--- config.mk ---
export PLATFORM = sky130hd
export DESIGN_NAME = gpio_bank
export DESIGN_NICKNAME = d
export VERILOG_FILES = /design/src/rtl/gpio_pkg.sv /design/src/rtl/gpio_sync.sv /design/src/rtl/gpio_group.sv /design/src/rtl/gpio_bank.sv
export SDC_FILE = /design/constraint.sdc
export NUM_CORES = 1
export LEC_CHECK = 0
export ABC_AREA = 1
export BUFFER_PORTS_ARGS = -buffer_cell sky130_fd_sc_hd__buf_2
export CAP_MARGIN = 20
export CORE_UTILIZATION = 60
export DETAILED_ROUTE_END_ITERATION = 6
export HOLD_SLACK_MARGIN = 0.15
export PLACE_DENSITY_LB_ADDON = 0.15
export SLEW_MARGIN = 25
export SYNTH_ARGS = -nofsm -noshare
export SYNTH_HDL_FRONTEND = slang
export SYNTH_HIERARCHICAL = 1
export SYNTH_SLANG_ARGS = --single-unit
--- constraint.sdc ---
create_clock -name clk -period 3.3 [get_ports clk]
set_input_delay 0.165 -clock clk [delete_from_list [all_inputs] [get_ports clk]]
set_output_delay 0.165 -clock clk [all_outputs]
set_load 0.03 [all_outputs]
--- src/rtl/gpio_pkg.sv ---
package gpio_pkg;
   localparam int KIND_W = 2;

   typedef enum logic [KIND_W-1:0] {
      KIND_DIR  = 2'd0,
      KIND_DATA = 2'd1,
      KIND_IEN  = 2'd2,
      KIND_FLAG = 2'd3
   } reg_kind_e;
endpackage

--- src/rtl/gpio_sync.sv ---
module gpio_sync #(
   parameter int WIDTH  = 24,
   parameter int STAGES = 2
) (
   input  logic             clk,
   input  logic             rst_n,
   input  logic [WIDTH-1:0] async_in,
   output logic [WIDTH-1:0] sync_out
);
   if (STAGES < 2) begin : g_bad_stages
      $error("gpio_sync: STAGES must be at least 2");
   end
   if (WIDTH < 1) begin : g_bad_width
      $error("gpio_sync: WIDTH must be positive");
   end

   logic [WIDTH-1:0] stage_q [STAGES];

   for (genvar s = 0; s < STAGES; s++) begin : g_stage
      always_ff @(posedge clk) begin
         if (!rst_n) begin
            stage_q[s] <= '0;
         end else begin
            if (s == 0) stage_q[s] <= async_in;
            else        stage_q[s] <= stage_q[(s == 0) ? 0 : s-1];
         end
      end
   end

   assign sync_out = stage_q[STAGES-1];
endmodule

--- src/rtl/gpio_group.sv ---
module gpio_group #(
   parameter int WIDTH = 8
) (
   input  logic             clk,
   input  logic             rst_n,
   input  logic             wr_dir,
   input  logic             wr_data,
   input  logic             wr_ien,
   input  logic             rd_flag,
   input  logic [WIDTH-1:0] wdata,
   input  logic [WIDTH-1:0] pin_sync,
   output logic [WIDTH-1:0] dir_q,
   output logic [WIDTH-1:0] out_q,
   output logic [WIDTH-1:0] ien_q,
   output logic [WIDTH-1:0] flag_q,
   output logic [WIDTH-1:0] data_rd
);
   if (WIDTH < 1) begin : g_bad_width
      $error("gpio_group: WIDTH must be positive");
   end

   logic [WIDTH-1:0] prev_q;
   logic [WIDTH-1:0] edge_w;
   logic [WIDTH-1:0] set_w;

   assign edge_w  = pin_sync ^ prev_q;
   assign set_w   = edge_w & ien_q & ~dir_q;
   assign data_rd = (out_q & dir_q) | (pin_sync & ~dir_q);

   always_ff @(posedge clk) begin
      if (!rst_n) begin
         dir_q  <= '0;
         out_q  <= '0;
         ien_q  <= '0;
         prev_q <= '0;
         flag_q <= '0;
      end else begin
         prev_q <= pin_sync;
         if (wr_dir)  dir_q <= wdata;
         if (wr_ien)  ien_q <= wdata;
         if (wr_data) out_q <= (wdata & dir_q) | (out_q & ~dir_q);
         flag_q <= (rd_flag ? '0 : flag_q) | set_w;
      end
   end


   flag_src_chk: assert property (@(posedge clk) disable iff (!rst_n)
      1'b1 |=> ((flag_q & ~$past(flag_q)) & ~$past(edge_w & ien_q & ~dir_q)) == '0);


   flag_clear_chk: assert property (@(posedge clk) disable iff (!rst_n)
      rd_flag |=> (flag_q & ~$past(set_w)) == '0);


   flag_sticky_chk: assert property (@(posedge clk) disable iff (!rst_n)
      !rd_flag |=> ($past(flag_q) & ~flag_q) == '0);


   data_mask_chk: assert property (@(posedge clk) disable iff (!rst_n)
      1'b1 |=> ((out_q ^ $past(out_q)) & ~$past(dir_q)) == '0);


   race_keep_chk: assert property (@(posedge clk) disable iff (!rst_n)
      (rd_flag && set_w != '0) |=> (flag_q & $past(set_w)) == $past(set_w));
endmodule

--- src/rtl/gpio_bank.sv ---
module gpio_bank #(
   parameter int NUM_GROUPS  = 3,
   parameter int GROUP_W     = 8,
   parameter int SYNC_STAGES = 2,
   localparam int NPIN   = NUM_GROUPS * GROUP_W,
   localparam int GSEL_W = (NUM_GROUPS > 1) ? $clog2(NUM_GROUPS) : 1,
   localparam int ADDR_W = gpio_pkg::KIND_W + GSEL_W
) (
   input  logic              clk,
   input  logic              rst_n,
   input  logic              wr_en,
   input  logic              rd_en,
   input  logic [ADDR_W-1:0] addr,
   input  logic [GROUP_W-1:0] wdata,
   output logic [GROUP_W-1:0] rdata,
   input  logic [NPIN-1:0]   pin_in,
   output logic [NPIN-1:0]   pin_out,
   output logic [NPIN-1:0]   pin_oe,
   output logic              irq
);
   import gpio_pkg::*;

   if (NUM_GROUPS < 1) begin : g_bad_groups
      $error("gpio_bank: NUM_GROUPS must be positive");
   end

   reg_kind_e          kind;
   logic [GSEL_W-1:0]  gsel;
   logic [NPIN-1:0]    pin_sync;
   logic [NPIN-1:0]    flag_all;
   logic [GROUP_W-1:0] rd_val;
   logic [GROUP_W-1:0] dir_a  [NUM_GROUPS];
   logic [GROUP_W-1:0] out_a  [NUM_GROUPS];
   logic [GROUP_W-1:0] ien_a  [NUM_GROUPS];
   logic [GROUP_W-1:0] flag_a [NUM_GROUPS];
   logic [GROUP_W-1:0] data_a [NUM_GROUPS];

   assign kind = reg_kind_e'(addr[ADDR_W-1 -: KIND_W]);
   assign gsel = addr[GSEL_W-1:0];

   gpio_sync #(.WIDTH(NPIN), .STAGES(SYNC_STAGES)) u_sync (
      .clk      (clk),
      .rst_n    (rst_n),
      .async_in (pin_in),
      .sync_out (pin_sync)
   );

   for (genvar g = 0; g < NUM_GROUPS; g++) begin : g_grp
      logic hit;
      assign hit = (gsel == GSEL_W'(g));

      gpio_group #(.WIDTH(GROUP_W)) u_grp (
         .clk      (clk),
         .rst_n    (rst_n),
         .wr_dir   (wr_en && hit && kind == KIND_DIR),
         .wr_data  (wr_en && hit && kind == KIND_DATA),
         .wr_ien   (wr_en && hit && kind == KIND_IEN),
         .rd_flag  (rd_en && hit && kind == KIND_FLAG),
         .wdata    (wdata),
         .pin_sync (pin_sync[g*GROUP_W +: GROUP_W]),
         .dir_q    (dir_a[g]),
         .out_q    (out_a[g]),
         .ien_q    (ien_a[g]),
         .flag_q   (flag_a[g]),
         .data_rd  (data_a[g])
      );

      assign pin_out [g*GROUP_W +: GROUP_W] = out_a[g];
      assign pin_oe  [g*GROUP_W +: GROUP_W] = dir_a[g];
      assign flag_all[g*GROUP_W +: GROUP_W] = flag_a[g];
   end

   always_comb begin
      rd_val = '0;
      for (int g = 0; g < NUM_GROUPS; g++) begin
         if (gsel == GSEL_W'(g)) begin
            unique case (kind)
               KIND_DIR:  rd_val = dir_a[g];
               KIND_DATA: rd_val = data_a[g];
               KIND_IEN:  rd_val = ien_a[g];
               KIND_FLAG: rd_val = flag_a[g];
               default:   rd_val = '0;
            endcase
         end
      end
   end

   always_ff @(posedge clk) begin
      if (!rst_n)     rdata <= '0;
      else if (rd_en) rdata <= rd_val;
   end

   assign irq = |flag_all;


   sync_latency_chk: assert property (@(posedge clk) disable iff (!rst_n)
      $rose(irq) |-> $past(pin_in != pin_sync, 2));


   oe_after_reset_chk: assert property (@(posedge clk)
      !rst_n |=> pin_oe == '0);
endmodule

==> results.cfg, run 1 <==
[grt]
grt_overflow = 0
grt_first_pass_wirelength_mm = 31.89
grt_max_degree = 66
antenna_found_initial = 0
track_usage_pct = 31.79
grt_pass1_vias = 6376

[setup_path]
cp-end-kind = output pin
worstPathRequired_ns = 3.13
reg2reg_to = rdata[4]
critPathMaxFanout = 3
r2r_cells = 7
reg2reg_from = g_grp[2].u_grp/dir_q[4]
endpoint = irq
startpoint_type = flop
crit_type = reg2out
reg2reg_slack_ns = 1.90
critPathArrivalTime_ns = 1.71
cp-startpoint = g_grp[0].u_grp/flag_q[5]

[synthesis]
synth_top_family_by_area = simple AND/OR/NAND/NOR gates
syn_nets = 1146
yosys.area_share.simple_pct = 27.27
synth_seq_area_share_pct = 45.74
yosysWarnings = 6
synthMuxAreaShare_pct = 0
synth-xor-area-share_pct = 0
synth_compound_area_share_pct = 14.07
netlist_instances = 1106
synth_fa_ha_area_share_pct = 0
syn_area_per_cell_sq_um = 6.965
synth_top_area_share_pct = 45.74
netlist-cell-type-count = 21
ys_ff_latch = 176
yosysTopAreaCell = dfxtp_1
syn_area_sq_um = 7704
synth_area_leaders = dfxtp_1 46%, nand2_1 14%, inv_1 8.0%

[floorplanning]
dieArea_sq_um = 13300
die-width_um = 115.3
initial_core_util_pct = 61.29
dieHeight_um = 115.3
core_sq_um = 12570
row_count = 41
io_pins = 97

[sta]
skew_ns = 0.008151
period_needed_ns = 1.873
setup_tns_ns = 0
slew_headroom_pct = 53.71
finalSetupViolations = 0
timing.final.hold_violations = 0
clock.fmax_mhz = 533.9
worst_pin_slew_ns = 0.6933
rsz0062_at_grt = false
slew_viol_final = 0
finalCritPeriodShare_pct = 56.76

[drt]
vias = 7238
ant_nets = 0
wire_per_inst_um = 14.34
drt_iter0_markers = 672
dr.pass1.iters = 5
wirelength_mm = 20.17
drc = 0
post_drt_via_cell_ratio = 5.148

[pwr]
swShare_pct = 23.58
leakagePower_nw = 4.302
p_total_mw = 4.643
ir_worst_vdd_uv = 442.8
power_frac_comb_pct = 7.9
p_sw_mw = 1.095
intPower_mw = 3.548
pwr_density_cell_nw_per_um2 = 512.5
power_frac_seq_pct = 47.9
clkPwrFrac_pct = 44.2

[cells_and_area]
area_growth_pct = 17.61
multiInputGateArea_sq_um = 3184
final_area_sq_um = 9060
nFillCells = 1045
layout_common_cells = 296 x nand2_1, 176 x dfxtp_1, 165 x inv_1, 121 x nor2_1, 96 x nand3_1
regArea_sq_um = 3523
diodes = 0
post-route-util_pct = 72.09
layout_commonest_cell = nand2_1
nets = 1262
drive_gt1_share_pct = 14.75
instances_no_fill = 1406

[placement]
io_buffers = 96
gp_congestion = 0.9303
dp.cells = 1345
place_area_sq_um = 8153
dp_hpwl_mm = 13.45

[clock_network]
cts.repair.resized = 0
htreeDepth = 4
cts_buffer_depth = 2
post_cts_buffers = 0
clk_latency_ns = 0.43
cts.sinks = 176
cts_tree = done
cts-buffers-inserted = 17
cts_root_buf = clkbuf_16
clk_pin_slew_ns = 0.07

[run]
cap_violations = 0

[hold_path]
holdPathStages = 3
hold_class = in2reg

[outcome]
status = complete, no violations
## cell families after synthesis
logic type | count (synthesis)
and+or+nand+nor | 521
AOI/OAI and AO/OA | 190
buffers and inverters | 219
DFF | 176
## worst min-delay path by stage
stage,startpoint,to,slack (ns)
2_1_floorplan,pin_in[0],u_sync/stage_q[0][0],0.26
3_3_place_gp,pin_in[22],u_sync/stage_q[0][22],0.34
3_5_place_dp,pin_in[17],u_sync/stage_q[0][17],0.35
4_1_cts,rd_en,rdata[5],0.16
5_1_grt,wdata[6],g_grp[1].u_grp/dir_q[6],0.16
6_report,wdata[6],flop,0.16
## synthesized netlist by cell type
library cell,number
nand2_1,296
dfxtp_1,176
inv_1,165
nor2_1,121
nand3_1,96
o21ai_0,70
a21oi_1,58
a21oi_2,30
o21ai_1,24
buf_6,18
inv_2,16
buf_2,10
o21bai_1,8
buf_4,7
clkbuf_1,3
nor4_1,3
and2_0,1
nor2_4,1
nor3_1,1
nor3b_1,1
or2_2,1
## metrics by stage
step	hold WS [ns]	setup WS, ns
floorplan	0.2626	2.027
global route	0.1605	1.384
finish	0.1608	1.427
CTS	0.1600	1.473
global placement	0.3446	1.438
detailed placement	0.3482	1.360
## routing by layer
layer	wire length, um	GRT usage [%]	vias to the layer above
li1	-	-	3664
met1	8820	43.59	3206
met2	8744	47.50	320
met3	2004	7.696	48
met4	599	13.94	0
met5	0	0	-
## power by group through the flow
stage / sequential (mW) / clock (mW) / combinational (mW)
finish: 2.22 / 2.05 / 0.367
global route: 2.23 / 2.17 / 0.406
CTS: 2.22 / 2.07 / 0.361
detailed placement: 2.27 / 0 / 0.332
global placement: 2.27 / 0 / 0.326
floorplan: 2.28 / 0 / 0.209
## worst max-delay path: stages, from the launching register on
cell     delay [ns]
dfxtp_1        0.37
nor4_1         0.34
and2_0         0.22
nand3_1        0.13
buf_2          0.21
## repair_timing
item                                    CTS  global route
hold buffers                             30             0
hold endpoints to repair                 48             0
endpoints found under the setup margin    0             0
## area by class of cell
type,instances,area share [%]
multi-input combinational,711,35.15
tap,172,2.375
clock buffer,22,5.234
clock inverter,9,1.464
sequential,176,38.89
inverter,181,7.499
timing repair buffer,135,9.391
Power figures use the tool's default switching activity.
==> run 2: changes to the inputs <==
- ABC_AREA: 1 -> 0
- CORE_UTILIZATION: 60 -> 52
- clock period: 3.3 -> 1.7 ns (I/O delays scaled with it)
==> results.cfg, run 2 <==
[outcome]
status = complete, no violations

[synthesis]
yosysTopAreaCell = dfxtp_1
synth_edf_count = 0
yosysWarnings = 6
syn_nets = 759
synth_seq_area_share_pct = 46.84
synth.top_cells.by_count = 176 x dfxtp_1, 96 x mux2i_1, 57 x nor2_1
syn_area_per_cell_sq_um = 10.46
ys_async_sr_fraction_pct = 0
netlist_instances = 719
yosysMostFrequentCell = dfxtp_1
syn_area_sq_um = 7522
ys_ff_latch = 176
synth_top_area_share_pct = 46.84
synth_area_leaders = dfxtp_1 47%, mux2i_1 13%, nand3b_1 5.1%
synth_flop_cell = dfxtp_1
netlist-cell-type-count = 34

[floorplanning]
io_pins = 97
row_count = 43
core_sq_um = 13990
die-width_um = 122.3
dieHeight_um = 122.3
dieArea_sq_um = 14950
initial_core_util_pct = 53.77

[placement]
io_buffers = 96
dp_hpwl_mm = 13.01
dp.cells = 989
gp_congestion = 0.8603

[setup_path]
endpoint = irq
critPathMaxFanout = 3
worstPathRequired_ns = 1.62
critPathArrivalTime_ns = 1.56
r2r_cells = 5
crit_type = reg2out
cp-end-kind = output pin
cp-startpoint = g_grp[2].u_grp/flag_q[1]
startpoint_type = flop
crit_slowest_cell = dfxtp_1
reg2reg_to = rdata[4]
crit_chain = nor4_2, and4_1, nand3_2, buf_6
reg2reg_from = g_grp[1].u_grp/dir_q[4]
cpPeakStageDelay_ns = 0.35
reg2reg_slack_ns = 0.31

[cells_and_area]
layout_commonest_cell = dfxtp_1
area_growth_pct = 21.49
instances_no_fill = 1053
layout_common_cells = 174 x dfxtp_1, 96 x mux2i_1, 94 x buf_2, 57 x nor2_1, 52 x and2_1
diodes = 0
nets = 900
nFillCells = 1196
drive_gt1_share_pct = 28.06

[sta]
timing.final.hold_violations = 0
clock.fmax_mhz = 606.8
slew_headroom_pct = 43.03
finalSetupViolations = 0
skew_ns = 0.008961
period_needed_ns = 1.648
finalCritPeriodShare_pct = 96.93
worst_pin_slew_ns = 0.8536
slew_viol_final = 0
setup_tns_ns = 0
rsz0062_at_grt = true

[drt]
drc = 0
ant_nets = 0
wirelength_mm = 19.00
vias = 5811
post_drt_via_cell_ratio = 5.519
wire_per_inst_um = 18.04
dr.pass1.iters = 5
drt_iter0_markers = 401

[clock_network]
cts.sinks = 176
cts_root_buf = clkbuf_16
cts_buffer_depth = 2
htreeDepth = 4
cts-buffers-inserted = 17
cts_tree = done
clk_latency_ns = 0.42
clk_pin_slew_ns = 0.07

[grt]
grt_first_pass_wirelength_mm = 29.60
grt_pass1_vias = 5597
track_usage_pct = 26.50
antenna_found_initial = 1
grt_overflow = 0
grt_max_degree = 38

[hold_path]
hold_class = in2reg
hold_start = rst_n

[run]
cap_violations = 0

[pwr]
ir_worst_vdd_uv = 673.1
leakagePower_nw = 3.677
pwr_density_cell_nw_per_um2 = 972.0
[run 2: cell count changes in the layout (fill, tap and decap cells not counted), moves of 38 or more]
cell | before | now
nor2_1 | 121 | 57
nand2_1 | 296 | 9
o21ai_0 | 70 | 32
and2_1 | 0 | 52
inv_1 | 165 | 3
nand3_1 | 96 | 25
mux2i_1 | 0 | 96
nand3b_1 | 0 | 51
a21oi_1 | 58 | 18
[run 2: per-stage QoR]
step | total power [mW] | utilization (%) | setup slack (ns) | hold WS, ns | instance area, sq um
5_1_grt | 9.189 | 65.33 | -0.02186 | 0.1665 | 9139
3_3_place_gp | 4.985 | 58.49 | 0.3259 | 0.2906 | 8182
4_1_cts | 8.944 | 65.26 | 0.02289 | 0.1503 | 9129
6_report | 8.883 | 65.33 | 0.05213 | 0.1677 | 9139
2_1_floorplan | 4.791 | - | 0.2331 | 0.2123 | 7522
3_5_place_dp | 4.999 | 58.49 | 0.2655 | 0.2936 | 8182
[run 2: cell families (layout without fill, tap and decap cells)]
| group | count (synthesis) | in the layout | synth area share [%] |
|---|---|---|---|
| AOI/OAI and AO/OA | 112 | 112 | 10.55 |
| xor gates and xnor gates | 24 | 24 | 2.794 |
| buffers and inverters | 51 | 205 | 5.156 |
| DFF | 176 | 176 | 46.84 |
| muxes | 120 | 120 | 16.37 |
| and+or+nand+nor | 236 | 236 | 18.30 |
[run 2: where the power goes]
part,leakage [nW],internal [mW],switching (mW),total [mW]
combinational,1.97,0.302,0.391,0.692
clock,0.275,2.26,1.65,3.91
sequential,1.43,4.22,0.0605,4.28
total,3.68,6.79,2.10,8.88
[run 2: layout make-up]
cell class,count,area (sq um),area share (%)
inverter,3,11.26,0.1232
clock buffer,19,452.9,4.956
timing repair buffer,170,1137,12.45
tap,180,225.2,2.464
clock inverter,13,148.9,1.629
sequential,176,3526,38.58
multi-input combinational,492,3637,39.80
[run 2: critical path: cells and delay by family (launching register included)]
kind                   cells  cell delay (ns)
DFF                        1             0.35
and+or+nand+nor            3             0.62
buffers and inverters      1             0.16
[run 2: metal layers]
layer | wire length, um | track usage (%) | up-vias
li1 | - | - | 2795
met5 | 10 | 0 | -
met4 | 334 | 8.613 | 2
met2 | 8804 | 41.96 | 165
met3 | 1052 | 6.645 | 31
met1 | 8797 | 35.26 | 2818
[run 2: timing repair]
action | in CTS | in global routing
pin swaps | 2 | 2
endpoints found under the setup margin | 1 | 1
resized for setup | 6 | 2
hold buffers | 32 | 0
buffers inserted | 0 | 0
endpoints found under the hold margin | 95 | 0
[run 2: how the worst min path moves through the flow]
stage,slack (ns),to,cells after the start
after detailed placement,0.29,u_sync/stage_q[0][4],2
final,0.17,g_grp[1].u_grp/flag_q[1],3
after CTS,0.15,g_grp[2].u_grp/flag_q[1],3
after global routing,0.17,g_grp[1].u_grp/flag_q[1],3
after global placement,0.29,u_sync/stage_q[0][13],2
after floorplan,0.21,u_sync/stage_q[0][10],1
==> run 3: changes to the inputs <==
- CORE_UTILIZATION: 52 -> 58
- clock period: 1.7 -> 1.79 ns (I/O delays scaled with it)
==> results.cfg, run 3 (synthesized netlist as in run 2, its figures left out) <==
[clock_network]
cts_root_buf = clkbuf_16
cts-buffers-inserted = 17
clk_pin_slew_ns = 0.06
post_cts_buffers = 0
cts.sinks = 176
cts_tree = done
htreeDepth = 4
cts_buffer_depth = 2
clk_latency_ns = 0.43

[hold_path]
holdPathStages = 3
hold_class = in2reg
holdPathEnd = g_grp[1].u_grp/flag_q[7]
hold_start = rst_n

[placement]
dp_hpwl_mm = 12.93
gp_congestion = 0.9032
dp_worst_setup_slack_ns = 0.2551
io_buffers = 96

[pwr]
p_total_mw = 8.344
ir_worst_vdd_uv = 785.0
leakagePower_nw = 3.607
pwr_density_cell_nw_per_um2 = 927.1

[sta]
timing.final.hold_violations = 0
setup_slack_ns = 0.08879
clock.fmax_mhz = 587.8
finalCritPeriodShare_pct = 95.04
skew_ns = 0.006147
finalSetupViolations = 0
rsz0062_at_grt = false
period_needed_ns = 1.701
slew_viol_final = 0
setup_tns_ns = 0
worst_pin_slew_ns = 0.8432
slew_headroom_pct = 43.73

[floorplanning]
die-width_um = 115.9
io_pins = 97
initial_core_util_pct = 59.61
core_sq_um = 12620
row_count = 41
dieHeight_um = 115.9
dieArea_sq_um = 13430

[setup_path]
r2r_cells = 5
cp-end-kind = output pin
worstPathRequired_ns = 1.70
cpPeakStageDelay_ns = 0.35
worst-path-buf-inv = 1
critPathArrivalTime_ns = 1.61
crit_slowest_cell = dfxtp_1
critical-path-top-delay-family = simple AND/OR/NAND/NOR gates
startpoint_type = flop
reg2reg_slack_ns = 0.27
crit_chain = nor4_2, and4_1, nand3_1, clkbuf_4
crit_type = reg2out
reg2reg_to = rdata[6]
reg2reg_from = g_grp[2].u_grp/dir_q[6]
critPathMaxFanout = 3

[grt]
grt_max_degree = 49
track_usage_pct = 29.74
grt_first_pass_wirelength_mm = 29.57
antenna_found_initial = 1
grt_pass1_vias = 5566
grt_overflow = 0

[drt]
drc = 0
ant_nets = 0
vias = 5785
post_drt_via_cell_ratio = 5.617
dr.pass1.iters = 5
wire_per_inst_um = 18.61
drt_iter0_markers = 436
wirelength_mm = 19.17

[cells_and_area]
drive_gt1_share_pct = 26.22
nets = 888
diodes = 0
layout_common_cells = 176 x dfxtp_1, 96 x mux2i_1, 94 x buf_2, 57 x nor2_1, 52 x and2_1
area_growth_pct = 19.64
post-route-util_pct = 71.32
layout_commonest_cell = dfxtp_1

[run]
cap_violations = 0

[outcome]
status = complete, no violations
==> run 3: changes by cell type in the layout (fill, tap and decap cells not counted), sizes merged <==
cell	previous run	this run
clkinvlp	6	1
inv	7	3
clkinv	1	3
buf	138	125
clkbuf	19	24
==> run 3: worst max-delay path by stage <==
stage                                   startpoint       end  slack [ns]  depth (start not counted)
after CTS                 g_grp[0].u_grp/flag_q[6]       irq        0.07                          4
after floorplan            g_grp[2].u_grp/dir_q[5]  rdata[5]        0.32                          5
final                     g_grp[1].u_grp/flag_q[6]       irq        0.09                          4
after detailed placement   g_grp[2].u_grp/dir_q[6]  rdata[6]        0.26                          5
after global routing      g_grp[0].u_grp/flag_q[6]       irq        0.01                          4
after global placement     g_grp[2].u_grp/dir_q[6]  rdata[6]        0.31                          5
==> run 3: layout make-up <==
type / count / area, sq um
repair buffers: 158 / 1056
flip-flops and latches: 176 / 3523
fillers: 1004 / 3620
clock buffers: 23 / 488.0
multi-input cells: 492 / 3623
inverters: 3 / 11.26
well taps: 172 / 215.2
clock inverters: 6 / 82.58
==> run 3: where the power goes <==
group	switching, mW	internal, mW	total [mW]	leakage, nW
Clock	1.45	2.17	3.62	0.281
Combinational	0.360	0.284	0.643	1.89
Sequential	0.0652	4.01	4.08	1.43
==> run 3: routing by layer <==
metal	GRT usage [%]	part of all wire [%]
met1	38.80	44
met2	48.49	49
met3	6.695	4.8
met4	10.43	1.9
met5	0	0.052
==> run 3: repair_timing <==
item	4_1_cts	5_1_grt
hold buffers	32	0
hold endpoints to repair	95	0
endpoints found under the setup margin	0	1
gates resized for setup	0	3
==> run 3: per-stage QoR <==
step | cells | hold slack (ns) | area (sq um)
CTS | 1030 | 0.1601 | 8985
global placement | 969 | 0.2945 | 8094
detailed placement | 969 | 0.2976 | 8094
finish | 1030 | 0.1725 | 9000
floorplan | 719 | 0.2168 | 7522
global route | 1030 | 0.1756 | 9000
==> run 3: worst register-to-register path, stage by stage, from the launching register on <==
cell and delay (ns):
dfxtp_1 0.44, mux2_2 0.36, mux2i_1 0.17, o221ai_1 0.18, o211ai_1 0.15, o21ai_0 0.11
